### src/rtl/ptw_pkg.sv
package ptw_pkg;

    // Walker phases
    typedef enum logic [2:0] {
        ST_IDLE     = 3'd0,
        ST_DIR_RD   = 3'd1,
        ST_WAIT_DIR = 3'd2,
        ST_PTE_RD   = 3'd3,
        ST_WAIT_PTE = 3'd4,
        ST_RESP     = 3'd5
    } walk_state_e;

    // Result codes seen at the response port
    typedef enum logic [1:0] {
        WS_OK        = 2'b00,
        WS_DIR_FAULT = 2'b01,
        WS_PTE_FAULT = 2'b10
    } walk_status_e;

    // Default geometry
    localparam int unsigned PTW_VPN_W       = 8;
    localparam int unsigned PTW_TIDX_W      = 4;
    localparam int unsigned PTW_ADDR_W      = 32;
    localparam int unsigned PTW_DATA_W      = 32;
    localparam int unsigned PTW_FRAME_W     = 20;
    localparam int unsigned PTW_CHUNK_SHIFT = 6;
    localparam int unsigned PTW_ENTRY_SHIFT = 2;

    function automatic logic is_read_phase(input walk_state_e s);
        return (s == ST_DIR_RD) || (s == ST_PTE_RD);
    endfunction

endpackage

### src/rtl/ptw_entry_dec.sv
module ptw_entry_dec #(
    parameter int unsigned DATA_W  = 32,
    parameter int unsigned FRAME_W = 20
) (
    input  logic [DATA_W-1:0]  word,
    output logic               ok,
    output logic [FRAME_W-1:0] frame
);
    localparam int unsigned VALID_BIT = DATA_W - 1;

    logic unused_mid;

    assign ok         = word[VALID_BIT];
    assign frame      = word[FRAME_W-1:0];
    assign unused_mid = ^word[VALID_BIT-1:FRAME_W];

    initial begin
        assert (FRAME_W < VALID_BIT)
            else $error("frame field overlaps valid bit");
    end
endmodule

### src/rtl/ptw_ctrl.sv
module ptw_ctrl
    import ptw_pkg::*;
(
    input  logic        clk,
    input  logic        rst,
    input  logic        req_valid,
    input  logic        rd_valid,
    input  logic        entry_ok,
    input  logic        resp_ready,
    output walk_state_e state,
    output logic        req_fire,
    output logic        dir_done,
    output logic        pte_done
);
    walk_state_e state_q, state_d;

    assign state    = state_q;
    assign req_fire = (state_q == ST_IDLE)     && req_valid;
    assign dir_done = (state_q == ST_WAIT_DIR) && rd_valid;
    assign pte_done = (state_q == ST_WAIT_PTE) && rd_valid;

    always_comb begin
        state_d = state_q;
        unique case (state_q)
            ST_IDLE:     if (req_valid)  state_d = ST_DIR_RD;
            ST_DIR_RD:                   state_d = ST_WAIT_DIR;
            ST_WAIT_DIR: if (rd_valid)   state_d = entry_ok ? ST_PTE_RD : ST_RESP;
            ST_PTE_RD:                   state_d = ST_WAIT_PTE;
            ST_WAIT_PTE: if (rd_valid)   state_d = ST_RESP;
            ST_RESP:     if (resp_ready) state_d = ST_IDLE;
            default:                     state_d = ST_IDLE;
        endcase
    end

    always_ff @(posedge clk) begin
        if (rst) state_q <= ST_IDLE;
        else     state_q <= state_d;
    end

    // a return in a waiting phase always moves the walk forward
    p_wait_advance_r8: assert property (@(posedge clk) disable iff (rst)
        (state_q == ST_WAIT_DIR || state_q == ST_WAIT_PTE) && rd_valid
        |=> state_q != ST_WAIT_DIR && state_q != ST_WAIT_PTE);

    // without a return the walk stays where it is
    p_wait_hold_r8: assert property (@(posedge clk) disable iff (rst)
        (state_q == ST_WAIT_DIR || state_q == ST_WAIT_PTE) && !rd_valid
        |=> $stable(state_q));
endmodule

### src/rtl/ptw_addr_gen.sv
module ptw_addr_gen
    import ptw_pkg::*;
#(
    parameter int unsigned VPN_W       = 8,
    parameter int unsigned TIDX_W      = 4,
    parameter int unsigned ADDR_W      = 32,
    parameter int unsigned FRAME_W     = 20,
    parameter int unsigned CHUNK_SHIFT = 6,
    parameter int unsigned ENTRY_SHIFT = 2
) (
    input  logic               clk,
    input  logic               rst,
    input  walk_state_e        state,
    input  logic               req_fire,
    input  logic [VPN_W-1:0]   req_vpn,
    input  logic [ADDR_W-1:0]  req_base,
    input  logic               dir_load,
    input  logic [FRAME_W-1:0] dir_frame,
    output logic [ADDR_W-1:0]  rd_addr
);
    localparam int unsigned DIDX_W = VPN_W - TIDX_W;

    typedef struct packed {
        logic [DIDX_W-1:0] dir_idx;
        logic [TIDX_W-1:0] tbl_idx;
    } vpn_split_t;

    vpn_split_t          vpn_q;
    logic [ADDR_W-1:0]   base_q;
    logic [FRAME_W-1:0]  chunk_q;
    logic [ADDR_W-1:0]   dir_addr;
    logic [ADDR_W-1:0]   pte_addr;

    always_ff @(posedge clk) begin
        if (rst) begin
            vpn_q   <= '0;
            base_q  <= '0;
            chunk_q <= '0;
        end else begin
            if (req_fire) begin
                vpn_q  <= vpn_split_t'(req_vpn);
                base_q <= req_base;
            end
            if (dir_load) chunk_q <= dir_frame;
        end
    end

    assign dir_addr = base_q + (ADDR_W'(vpn_q.dir_idx) << ENTRY_SHIFT);
    assign pte_addr = (ADDR_W'(chunk_q) << CHUNK_SHIFT)
                    + (ADDR_W'(vpn_q.tbl_idx) << ENTRY_SHIFT);
    assign rd_addr  = (state == ST_PTE_RD) ? pte_addr : dir_addr;

    // captured request fields do not move during a walk
    p_req_latched_r3: assert property (@(posedge clk) disable iff (rst)
        state != ST_IDLE |=> $stable(vpn_q) && $stable(base_q));
endmodule

### src/rtl/ptw_resp_reg.sv
module ptw_resp_reg
    import ptw_pkg::*;
#(
    parameter int unsigned FRAME_W = 20
) (
    input  logic               clk,
    input  logic               rst,
    input  logic               dir_done,
    input  logic               pte_done,
    input  logic               entry_ok,
    input  logic [FRAME_W-1:0] entry_frame,
    output walk_status_e       status,
    output logic [FRAME_W-1:0] frame
);
    walk_status_e       status_q;
    logic [FRAME_W-1:0] frame_q;

    always_ff @(posedge clk) begin
        if (rst) begin
            status_q <= WS_OK;
            frame_q  <= '0;
        end else if (dir_done && !entry_ok) begin
            status_q <= WS_DIR_FAULT;
            frame_q  <= '0;
        end else if (pte_done) begin
            status_q <= entry_ok ? WS_OK : WS_PTE_FAULT;
            frame_q  <= entry_ok ? entry_frame : '0;
        end
    end

    assign status = status_q;
    assign frame  = frame_q;

    // the unused code never appears
    p_status_legal_r6: assert property (@(posedge clk) disable iff (rst)
        status_q != 2'b11);

    // the result holds when nothing concludes
    p_result_quiet_r5: assert property (@(posedge clk) disable iff (rst)
        !dir_done && !pte_done |=> $stable(status_q) && $stable(frame_q));
endmodule

### src/rtl/ptw_top.sv
module ptw_top
    import ptw_pkg::*;
#(
    parameter int unsigned VPN_W       = PTW_VPN_W,
    parameter int unsigned TIDX_W      = PTW_TIDX_W,
    parameter int unsigned ADDR_W      = PTW_ADDR_W,
    parameter int unsigned DATA_W      = PTW_DATA_W,
    parameter int unsigned FRAME_W     = PTW_FRAME_W,
    parameter int unsigned CHUNK_SHIFT = PTW_CHUNK_SHIFT,
    parameter int unsigned ENTRY_SHIFT = PTW_ENTRY_SHIFT
) (
    input  logic               clk,
    input  logic               rst,
    input  logic               req_valid,
    output logic               req_ready,
    input  logic [VPN_W-1:0]   req_vpn,
    input  logic [ADDR_W-1:0]  req_dir_base,
    output logic               resp_valid,
    input  logic               resp_ready,
    output logic [1:0]         resp_status,
    output logic [FRAME_W-1:0] resp_frame,
    output logic               mem_rd_en,
    output logic [ADDR_W-1:0]  mem_rd_addr,
    input  logic               mem_rd_valid,
    input  logic [DATA_W-1:0]  mem_rd_data
);
    walk_state_e        state;
    logic               req_fire, dir_done, pte_done;
    logic               entry_ok;
    logic [FRAME_W-1:0] entry_frame;
    walk_status_e       status;

    ptw_entry_dec #(.DATA_W(DATA_W), .FRAME_W(FRAME_W)) u_dec (
        .word  (mem_rd_data),
        .ok    (entry_ok),
        .frame (entry_frame)
    );

    ptw_ctrl u_ctrl (
        .clk        (clk),
        .rst        (rst),
        .req_valid  (req_valid),
        .rd_valid   (mem_rd_valid),
        .entry_ok   (entry_ok),
        .resp_ready (resp_ready),
        .state      (state),
        .req_fire   (req_fire),
        .dir_done   (dir_done),
        .pte_done   (pte_done)
    );

    ptw_addr_gen #(
        .VPN_W(VPN_W), .TIDX_W(TIDX_W), .ADDR_W(ADDR_W), .FRAME_W(FRAME_W),
        .CHUNK_SHIFT(CHUNK_SHIFT), .ENTRY_SHIFT(ENTRY_SHIFT)
    ) u_addr (
        .clk       (clk),
        .rst       (rst),
        .state     (state),
        .req_fire  (req_fire),
        .req_vpn   (req_vpn),
        .req_base  (req_dir_base),
        .dir_load  (dir_done && entry_ok),
        .dir_frame (entry_frame),
        .rd_addr   (mem_rd_addr)
    );

    ptw_resp_reg #(.FRAME_W(FRAME_W)) u_resp (
        .clk         (clk),
        .rst         (rst),
        .dir_done    (dir_done),
        .pte_done    (pte_done),
        .entry_ok    (entry_ok),
        .entry_frame (entry_frame),
        .status      (status),
        .frame       (resp_frame)
    );

    assign req_ready   = (state == ST_IDLE);
    assign mem_rd_en   = is_read_phase(state);
    assign resp_valid  = (state == ST_RESP);
    assign resp_status = status;

    // idle right after reset
    p_reset_idle_r1: assert property (@(posedge clk)
        $past(rst) |-> req_ready && !resp_valid && !mem_rd_en);

    // a taken request closes the door and starts the directory read
    p_accept_r2: assert property (@(posedge clk) disable iff (rst)
        req_valid && req_ready |=> mem_rd_en && !req_ready);

    // read pulses are single cycles
    p_rd_pulse_r10: assert property (@(posedge clk) disable iff (rst)
        mem_rd_en |=> !mem_rd_en);

    // handshake phases are mutually exclusive
    p_phases_r10: assert property (@(posedge clk) disable iff (rst)
        $onehot0({req_ready, mem_rd_en, resp_valid}));

    // result held under back-pressure
    p_resp_hold_r9: assert property (@(posedge clk) disable iff (rst)
        resp_valid && !resp_ready
        |=> resp_valid && $stable(resp_status) && $stable(resp_frame));

    // idle again after the handshake
    p_resp_exit_r9: assert property (@(posedge clk) disable iff (rst)
        resp_valid && resp_ready |=> req_ready);

    // faults carry a zero frame
    p_fault_zero_r7: assert property (@(posedge clk) disable iff (rst)
        resp_valid && resp_status != 2'b00 |-> resp_frame == '0);
endmodule

### config.mk
export PLATFORM = sky130hd
export DESIGN_NAME = ptw_top
export DESIGN_NICKNAME = d
export VERILOG_FILES = /design/src/rtl/ptw_pkg.sv /design/src/rtl/ptw_entry_dec.sv /design/src/rtl/ptw_ctrl.sv /design/src/rtl/ptw_addr_gen.sv /design/src/rtl/ptw_resp_reg.sv /design/src/rtl/ptw_top.sv
export SDC_FILE = /design/constraint.sdc
export NUM_CORES = 1
export LEC_CHECK = 0
export BUFFER_PORTS_ARGS = -buffer_cell sky130_fd_sc_hd__buf_2
export CAP_MARGIN = 20
export CORE_ASPECT_RATIO = 1.1
export CORE_UTILIZATION = 46
export DETAILED_ROUTE_END_ITERATION = 8
export PLACE_DENSITY_LB_ADDON = 0.3
export SYNTH_ARGS = -nofsm -noshare
export SYNTH_HDL_FRONTEND = slang
export SYNTH_HIERARCHICAL = 1
export SYNTH_SLANG_ARGS = --single-unit
### constraint.sdc
create_clock -name clk -period 2.6 [get_ports clk]
set_clock_uncertainty 0.15 [all_clocks]
set_input_delay 0.52 -clock clk [delete_from_list [all_inputs] [get_ports clk]]
set_output_delay 0.52 -clock clk [all_outputs]
set_load 0.05 [all_outputs]
# [After elaboration in Yosys (flattened, before gate mapping)]
# Index checks and enable logic that the tools add are counted.
[op_classes] n_addsub=2 n_eq_ne=9 mux=11 n_reduce_logical=11
[op_table] op="32-bit by 6-bit adder with 32-bit output" n=1
[op_table] op="32-bit two-way mux" n=1
[op_table] op="26-bit by 6-bit adder with 27-bit output" n=1
[op_table] op="20-bit two-way mux" n=1
[op_table] op="3-bit one-hot mux with 6 select lines" n=1
[op_table] op="3-bit two-way mux" n=5
[op_table] op="3-bit by 2-bit == test with 1-bit output (second input constant)" n=2
[op_table] op="3-bit == test (second input constant)" n=2
[op_table] op="2-bit inequality test (second input constant)" n=3
[op_table] op="1-bit logical AND" n=5
[op_table] op="4-bit AND reduction" n=1
[op_table] op="3-bit by 1-bit == test with 1-bit output (second input constant)" n=1
[op_table] op="3-bit zero test" n=1
[op_table] op="1-bit two-way mux" n=2
[op_table] op="2-bit two-way mux" n=1
[op_table] op="2-bit by 1-bit inequality test with 1-bit output (second input constant)" n=1
[op_table] op="2-bit nonzero test" n=1
[op_table] op="2-bit OR reduction" n=1
[op_table] op="1-bit zero test" n=1
[op_table] op="1-bit logical OR" n=1
[word_totals] ff_bits=85 out_inout_bits=57

# [Depth between registers and ports, before layout]
# Gate-level depths: netlist (run 1).
[logic_depth] word_depth=4 ltp_mapped=7 depth_no_buf=7

# [By module]
# The synthesis (run 1) kept the hierarchy.
[by_module_without_submodules] module="ptw_addr_gen" n_inst=1 cells_each=343 area_per_inst_um2=3022.9 seq_area_each_um2=1201.2
[by_module_without_submodules] module="ptw_resp_reg" n_inst=1 cells_each=97 area_per_inst_um2=842.1 seq_area_each_um2=440.4
[by_module_without_submodules] module="ptw_ctrl" n_inst=1 cells_each=21 area_per_inst_um2=191.4 seq_area_each_um2=60.1
[by_module_without_submodules] module="ptw_entry_dec" n_inst=1 cells_each=21 area_per_inst_um2=157.7 seq_area_each_um2=0.0
[by_module_without_submodules] module="ptw_top" n_inst=1 cells_each=4 area_per_inst_um2=30.0 seq_area_each_um2=0.0

# [Worst setup path before layout (run 1)]
# Ideal clock, no wire load.
[synth_path] path_type="reg-to-output" startpoint="register u_addr/vpn_q[7] (netlist name)" endpoint="output mem_rd_addr[15]" arrival_time_ns=2.595 t_required_ns=1.930 setup_slack_ns=-0.665 stages_incl_launch_ff=8 path_buffers=1 cell_sequence="dfxtp_1 -> ha_1 -> a21oi_1 -> o21ai_0 -> buf_2 -> nand4_1 -> xor2_1 -> o21ai_0"
[synth_between] elab_chain_cells=2
[synth_rtl] item="start: declaration" line_no="ptw_addr_gen.sv:28" source="vpn_split_t vpn_q;"
[synth_rtl] item="start signal: assignment" line_no="ptw_addr_gen.sv:41" source="vpn_q <= vpn_split_t'(req_vpn);"
[synth_rtl] item="32-bit by 6-bit adder with 32-bit output" line_no="ptw_addr_gen.sv:48" source="assign dir_addr = base_q + (ADDR_W'(vpn_q.dir_idx) << ENTRY_SHIFT);"
[synth_rtl] item="32-bit two-way mux" line_no="ptw_addr_gen.sv:51" source="assign rd_addr = (state == ST_PTE_RD) ? pte_addr : dir_addr;"
[synth_rtl] item="end: declaration" line_no="ptw_top.sv:23" source="output logic [ADDR_W-1:0] mem_rd_addr,"
# Every way passes these cells.

# [Worst setup path in the final report (run 1)]
[layout_path] startpoint="register u_addr.base_q[2]" endpoint="output mem_rd_addr[28]"
[layout_between] elab_chain_cells=2
[layout_rtl] item="start: declaration" line_no="ptw_addr_gen.sv:29" source="logic [ADDR_W-1:0] base_q;"
[layout_rtl] item="start signal: assignment" line_no="ptw_addr_gen.sv:42" source="base_q <= req_base;"
[layout_rtl] item="32-bit by 6-bit adder with 32-bit output" line_no="ptw_addr_gen.sv:48"
[layout_rtl] item="32-bit two-way mux" line_no="ptw_addr_gen.sv:51"
# Every way passes these cells.

==> metrics.cfg, run 1 <==
[status]
status = finished, violations left
violations = negative setup slack

[floorplanning]
die_h_um = 103
design.portCount = 134
row_count = 36
die_x_um = 93.6
start_util_pct = 47.6
core-area_um2 = 8920
die_area_um2 = 9610

[drt]
via_count = 3674
via_per_inst = 5.07
routed_wl_um = 10900
dr.pass1.iters = 4
detail-route-antenna-nets = 0
drc = 0
avgRoutedWirePerCell_um = 15.0
drtIter0Drc = 125

[yosys]
synth_nets = 568
ys_seq_area_share_pct = 40.1
ys_async_sr_fraction_pct = 0
netlist_area_um2 = 4240
syn_avg_cell_area_um2 = 8.73
synth_edf_count = 0
synth_cells = 486
ys_ff_latch = 85
synth_ff_type = dfxtp_1
yosys_warnings = 6
synth.distinct_cells = 47

[grt]
grt_usage_pct = 22.4
antenna_found_initial = 0
grt_pass1_wl_um = 16800
gr-total-overflow = 0
grt_pass1_vias = 3379
grt_max_degree = 45

[sta]
worst_slack_ns = -0.383
setup_tns_ns = -7.11
max_freq_mhz = 335
rsz0062_at_grt = true
min_period_ns = 2.98
maxSlewViolCount = 0
period_share_pct = 115
report.final.setup_viol = 26
hold_violations = 0
slew_headroom_pct = 58.5
tightest_slew_ns = 0.622

[place]
gp_congestion = 0.794
dp_hpwl_um = 7460
portBuffers = 122

[final_layout]
final_util_pct = 65.6
nFillCells = 738
nNetsFinal = 688
regArea_um2 = 1710
drive_gt1_share_pct = 42.4
area_growth_pct = 37.8
multi_input_area_um2 = 2670
mostFrequentLayoutCells = buf_2, dfxtp_1, nor2_1
diodes = 0
final_common_cell = buf_2

[worst_setup_path]
critical_path.startpoint = u_addr/base_q[2]
cp.depth = 10
crit_buf_inv = 3
path_class = reg2out
critPathMaxFanout = 8
cp_top_family = buffers and inverters
cp.arrival_ns = 2.31
path_cells = ha_4 -> fa_2 -> nand3_4 -> a2111oi_4 -> buf_6 -> buf_4 -> nand3_4 -> xor2_2 -> nor2_4 -> buf_6
cp.required_ns = 1.93
rr_worst_depth = 5
worst_setup_path_start_kind = flip-flop
reg2reg_from = u_ctrl/state[2]
crit_path_end_kind = primary output
cp_slowest_stage_delay_ns = 0.36
cp_slowest_cell = dfxtp_2

[clock_network]
tritoncts = built
clk_pin_slew_ns = 0.09
clkLatencyLatePin_ns = 0.35
max-clock-path-buffers = 2
cts_root_buf = clkbuf_8
numClockSinks = 85
cts_buffers = 9
cts-htree-levels = 3

[job]
drv_cap = 0

[pwr]
vdd_drop_max_uv = 339
pwr_density_cell_nw_per_um2 = 553
p_leak_nw = 2.44

[hold_path]
min_from = req_dir_base[19]
hold_path.class = in2reg
whs_path_depth = 3

## per-stage QoR
| stage | setup WS [ns] | cells | power (mW) | hold WS [ns] | area (um^2) |
|---|---|---|---|---|---|
| after floorplan | -0.187 | 486 | 2.00 | 0.302 | 4440 |
| after global routing | -0.476 | 725 | 3.38 | 0.248 | 5850 |
| after detailed placement | -0.154 | 705 | 2.20 | 0.324 | 5200 |
| final | -0.383 | 725 | 3.24 | 0.248 | 5850 |
| after CTS | -0.395 | 721 | 3.24 | 0.239 | 5760 |
| after global placement | -0.114 | 705 | 2.18 | 0.298 | 5200 |
## registers in the layout, summed over array words and instances, names as in the netlist
name,flops
u_addr/base_q,32
u_addr/chunk_q,20
u_addr/vpn_q,8
u_ctrl/state,3
u_resp/frame,20
u_resp/status,2
## layout make-up
type,count,share of cell area (%)
Multi-Input combinational cell,347,45.6
Sequential cell,85,29.3
Timing Repair Buffer,159,18.9
Tap cell,114,2.44
Clock buffer,9,2.12
Clock inverter,7,1.37
Inverter,4,0.257
## synthesized netlist by cell type (all sizes together) (2+ instances only)
library cell	instances	area share, %
a21oi	28	3.5
and2	5	0.80
and3	6	0.91
and4	3	0.65
buf	34	5.8
clkbuf	16	1.4
dfxtp	85	40
ha	4	1.2
inv	4	0.35
mux2	2	0.53
mux2i	60	14
nand2	55	4.9
nand2b	2	0.47
nand3	31	4.0
nand4	8	1.5
nor2	74	6.5
nor2b	6	1.1
nor3	2	0.50
o21ai	22	2.7
xnor2	7	1.4
xor2	20	4.1
## worst reg2reg max path: stages, from the launching register on
cell and delay (ns):
dfxtp_1 0.61, nor2b_1 0.28, and2_1 0.20, inv_1 0.29
a32oi_1 0.32, nor2_1 0.05
## timing repair
action | in CTS | in global routing
endpoints found under the hold margin | 0 | 0
hold buffers | 0 | 0
setup buffers | 0 | 5
endpoints found under the setup margin | 28 | 32
pin swaps | 8 | 5
resized for setup | 85 | 12
## layer usage
| layer | track usage [%] | up-vias | part of all wire, % |
|---|---|---|---|
| li1 | - | 1845 | - |
| met2 | 37.7 | 92 | 48 |
| met4 | 6.63 | 0 | 1.3 |
| met3 | 4.35 | 12 | 4.7 |
| met5 | 0 | - | 0 |
| met1 | 29.4 | 1725 | 46 |
## kinds of logic (layout without fill, tap and decap cells)
kind of cell / Yosys count / in the layout / synth area share [%]
AOI/OAI and AO/OA: 53 / 53 / 7.31
xor gates and xnor gates: 27 / 27 / 5.57
adders and majority gates: 5 / 5 / 1.65
buffers and inverters: 54 / 179 / 7.61
DFF: 85 / 85 / 40.1
muxes: 62 / 62 / 14.7
and+or+nand+nor: 200 / 200 / 23.1
## path summary, 6_finish.rpt
kind / slack, ns / end
setup reg to reg: 0.59 / u_resp/frame[13]
hold / removal: 0.25 / u_addr/base_q[19]
hold reg to reg: 0.33 / u_resp/status[1]
setup / recovery: -0.38 / mem_rd_addr[28]
## power by group
group | internal, mW | switching [mW] | total, mW | leakage (nW)
Clock | 0.456 | 0.515 | 0.971 | 0.0968
Combinational | 0.337 | 0.490 | 0.827 | 1.65
Sequential | 1.37 | 0.0688 | 1.44 | 0.695
Note: power is estimated with default switching activity, not from simulation.
==> inputs of run 2 (changes only) <==
REMOVE_ABC_BUFFERS = 1   (was unset)
==> run 2 against run 1 <==
The run still ends with negative setup slack left. Clock power fell by 4.5%. Clock-buffer cell count rose by 3. Largest power group unchanged. Core utilization fell by 4.5 points.
==> metrics.cfg, run 2 (same netlist as run 1, synthesis figures left out) <==
[worst_setup_path]
reg2reg_setup_slack_ns = 0.62
path_class = reg2out
cp.arrival_ns = 2.27
critPathMaxFanout = 8
reg2reg_from = u_ctrl/state[2]
rr_worst_depth = 5
worst_setup_path_start_kind = flip-flop
r2r-end = u_resp/frame[13]
cp.required_ns = 1.93
crit_path_end_kind = primary output

[final_layout]
diodes = 0
final_common_cell = buf_2
regMostFlops = u_addr/base_q
area_growth_pct = 28.3
largest_register_ffs = 32
mostFrequentLayoutCells = buf_2, dfxtp_1, nor2_1
nFillCells = 779
nNetsFinal = 676
drive_gt1_share_pct = 34.9

[pwr]
swShare_pct = 31.4
vdd_drop_max_uv = 366
p_int_mw = 2.14
power_mw = 3.12
p_seq_share_pct = 45.9
p_switching_mw = 0.981
power_frac_clock_pct = 29.7
p_comb_share_pct = 24.4
pwr_density_cell_nw_per_um2 = 573
p_leak_nw = 2.32

[drt]
avgRoutedWirePerCell_um = 14.1
drc = 0
via_count = 3575
routed_wl_um = 10000
dr.pass1.iters = 5
detail-route-antenna-nets = 0
drtIter0Drc = 100
via_per_inst = 5.01

[grt]
gr-total-overflow = 0
grt_max_degree = 64
grt_pass1_wl_um = 15900
grt_usage_pct = 21.2
antenna_found_initial = 0
grt_pass1_vias = 3326

[clock_network]
cts_buffers = 9
clkLatencyLatePin_ns = 0.34
max-clock-path-buffers = 2
holdBufCountCts = 0
cts_root_buf = clkbuf_8
clk_pin_slew_ns = 0.08
tritoncts = built
cts-htree-levels = 3
numClockSinks = 85

[sta]
min_period_ns = 2.94
rsz0062_at_grt = true
period_share_pct = 113
setup_tns_ns = -5.73
worst_slack_ns = -0.342
report.final.setup_viol = 27
tightest_slew_ns = 0.651
slew_headroom_pct = 56.6
hold_violations = 0
maxSlewViolCount = 0
max_freq_mhz = 340

[floorplanning]
start_util_pct = 47.6
core-area_um2 = 8920
design.portCount = 134
die_h_um = 103
die_area_um2 = 9610
die_x_um = 93.6
row_count = 36

[place]
portBuffers = 122
dp_hpwl_um = 6870
gp_congestion = 0.761

[hold_path]
min_to = u_addr/vpn_q[5]
hold_path.class = in2reg
whs_path_depth = 3
min_from = req_vpn[5]

[status]
status = finished, violations left
violations = negative setup slack

[job]
drv_cap = 0

[run 2: changes by cell type in the layout (fill, tap and decap cells not counted), sizes merged]
cell / before / now
clkinv: 1 / 2
inv: 7 / 4
clkinvlp: 2 / 1
clkbuf: 9 / 13
buf: 159 / 146
[run 2: per-stage QoR]
step	utilization [%]	worst slack (ns)	hold slack, ns	instance area, um^2	cells
floorplan	-	-1.79	0.302	3940	436
global route	61.1	-0.476	0.253	5450	713
global placement	55.2	-0.156	0.299	4920	694
finish	61.1	-0.342	0.265	5450	713
CTS	60.4	-0.355	0.246	5390	712
detailed placement	55.2	-0.170	0.304	4920	694
[run 2: cell type report]
cell class | count | area [um^2] | share of cell area, %
Multi-Input combinational cell | 347 | 2370 | 43.5
Sequential cell | 85 | 1710 | 31.5
Timing Repair Buffer | 147 | 1010 | 18.6
Clock buffer | 12 | 145 | 2.66
Tap cell | 114 | 143 | 2.62
Clock inverter | 4 | 47.5 | 0.873
Inverter | 4 | 15.0 | 0.276
[run 2: routing by layer]
metal | vias up | global-route usage (%) | share of wire [%]
met5 | - | 0 | 0
met4 | 0 | 7.81 | 1.4
met3 | 12 | 3.39 | 3.7
met2 | 69 | 36.4 | 50
met1 | 1660 | 27.0 | 45
li1 | 1834 | - | -
[run 2: worst max path at each step]
| stage | startpoint | end | slack [ns] | cells past startpoint |
|---|---|---|---|---|
| 6_report | u_addr/base_q[2] | mem_rd_addr[22] | -0.34 | 9 |
| 5_1_grt | u_addr/vpn_q[4] | mem_rd_addr[22] | -0.48 | 9 |
| 4_1_cts | u_addr/vpn_q[4] | mem_rd_addr[24] | -0.36 | 9 |
| 3_5_place_dp | u_addr/vpn_q[7] | mem_rd_addr[24] | -0.17 | 9 |
| 3_3_place_gp | u_addr/vpn_q[7] | mem_rd_addr[24] | -0.16 | 9 |
| 2_1_floorplan | req_valid | u_addr/base_q[0] | -1.79 | 3 |
[run 2: power groups by stage]
stage | sequential [mW] | combinational, mW | clock [mW]
5_1_grt | 1.44 | 0.814 | 1.00
2_1_floorplan | 1.46 | 0.468 | 0
6_report | 1.43 | 0.762 | 0.927
3_5_place_dp | 1.46 | 0.681 | 0
4_1_cts | 1.43 | 0.750 | 0.952
3_3_place_gp | 1.45 | 0.673 | 0
[run 2: timing repair]
item	in CTS	in global routing
gates cloned	0	0
gates resized for setup	82	16
buffers inserted	3	1
pin swaps	9	7
setup endpoints to repair	27	28
[run 2: critical path, cell delays in order, from the launching register on]
cell,delay [ns]
dfxtp_2,0.36
ha_4,0.14
fa_2,0.23
nand3_4,0.10
a2111oi_4,0.30
buf_6,0.18
nand2_1,0.07
xnor2_1,0.12
mux2_4,0.27
buf_8,0.15
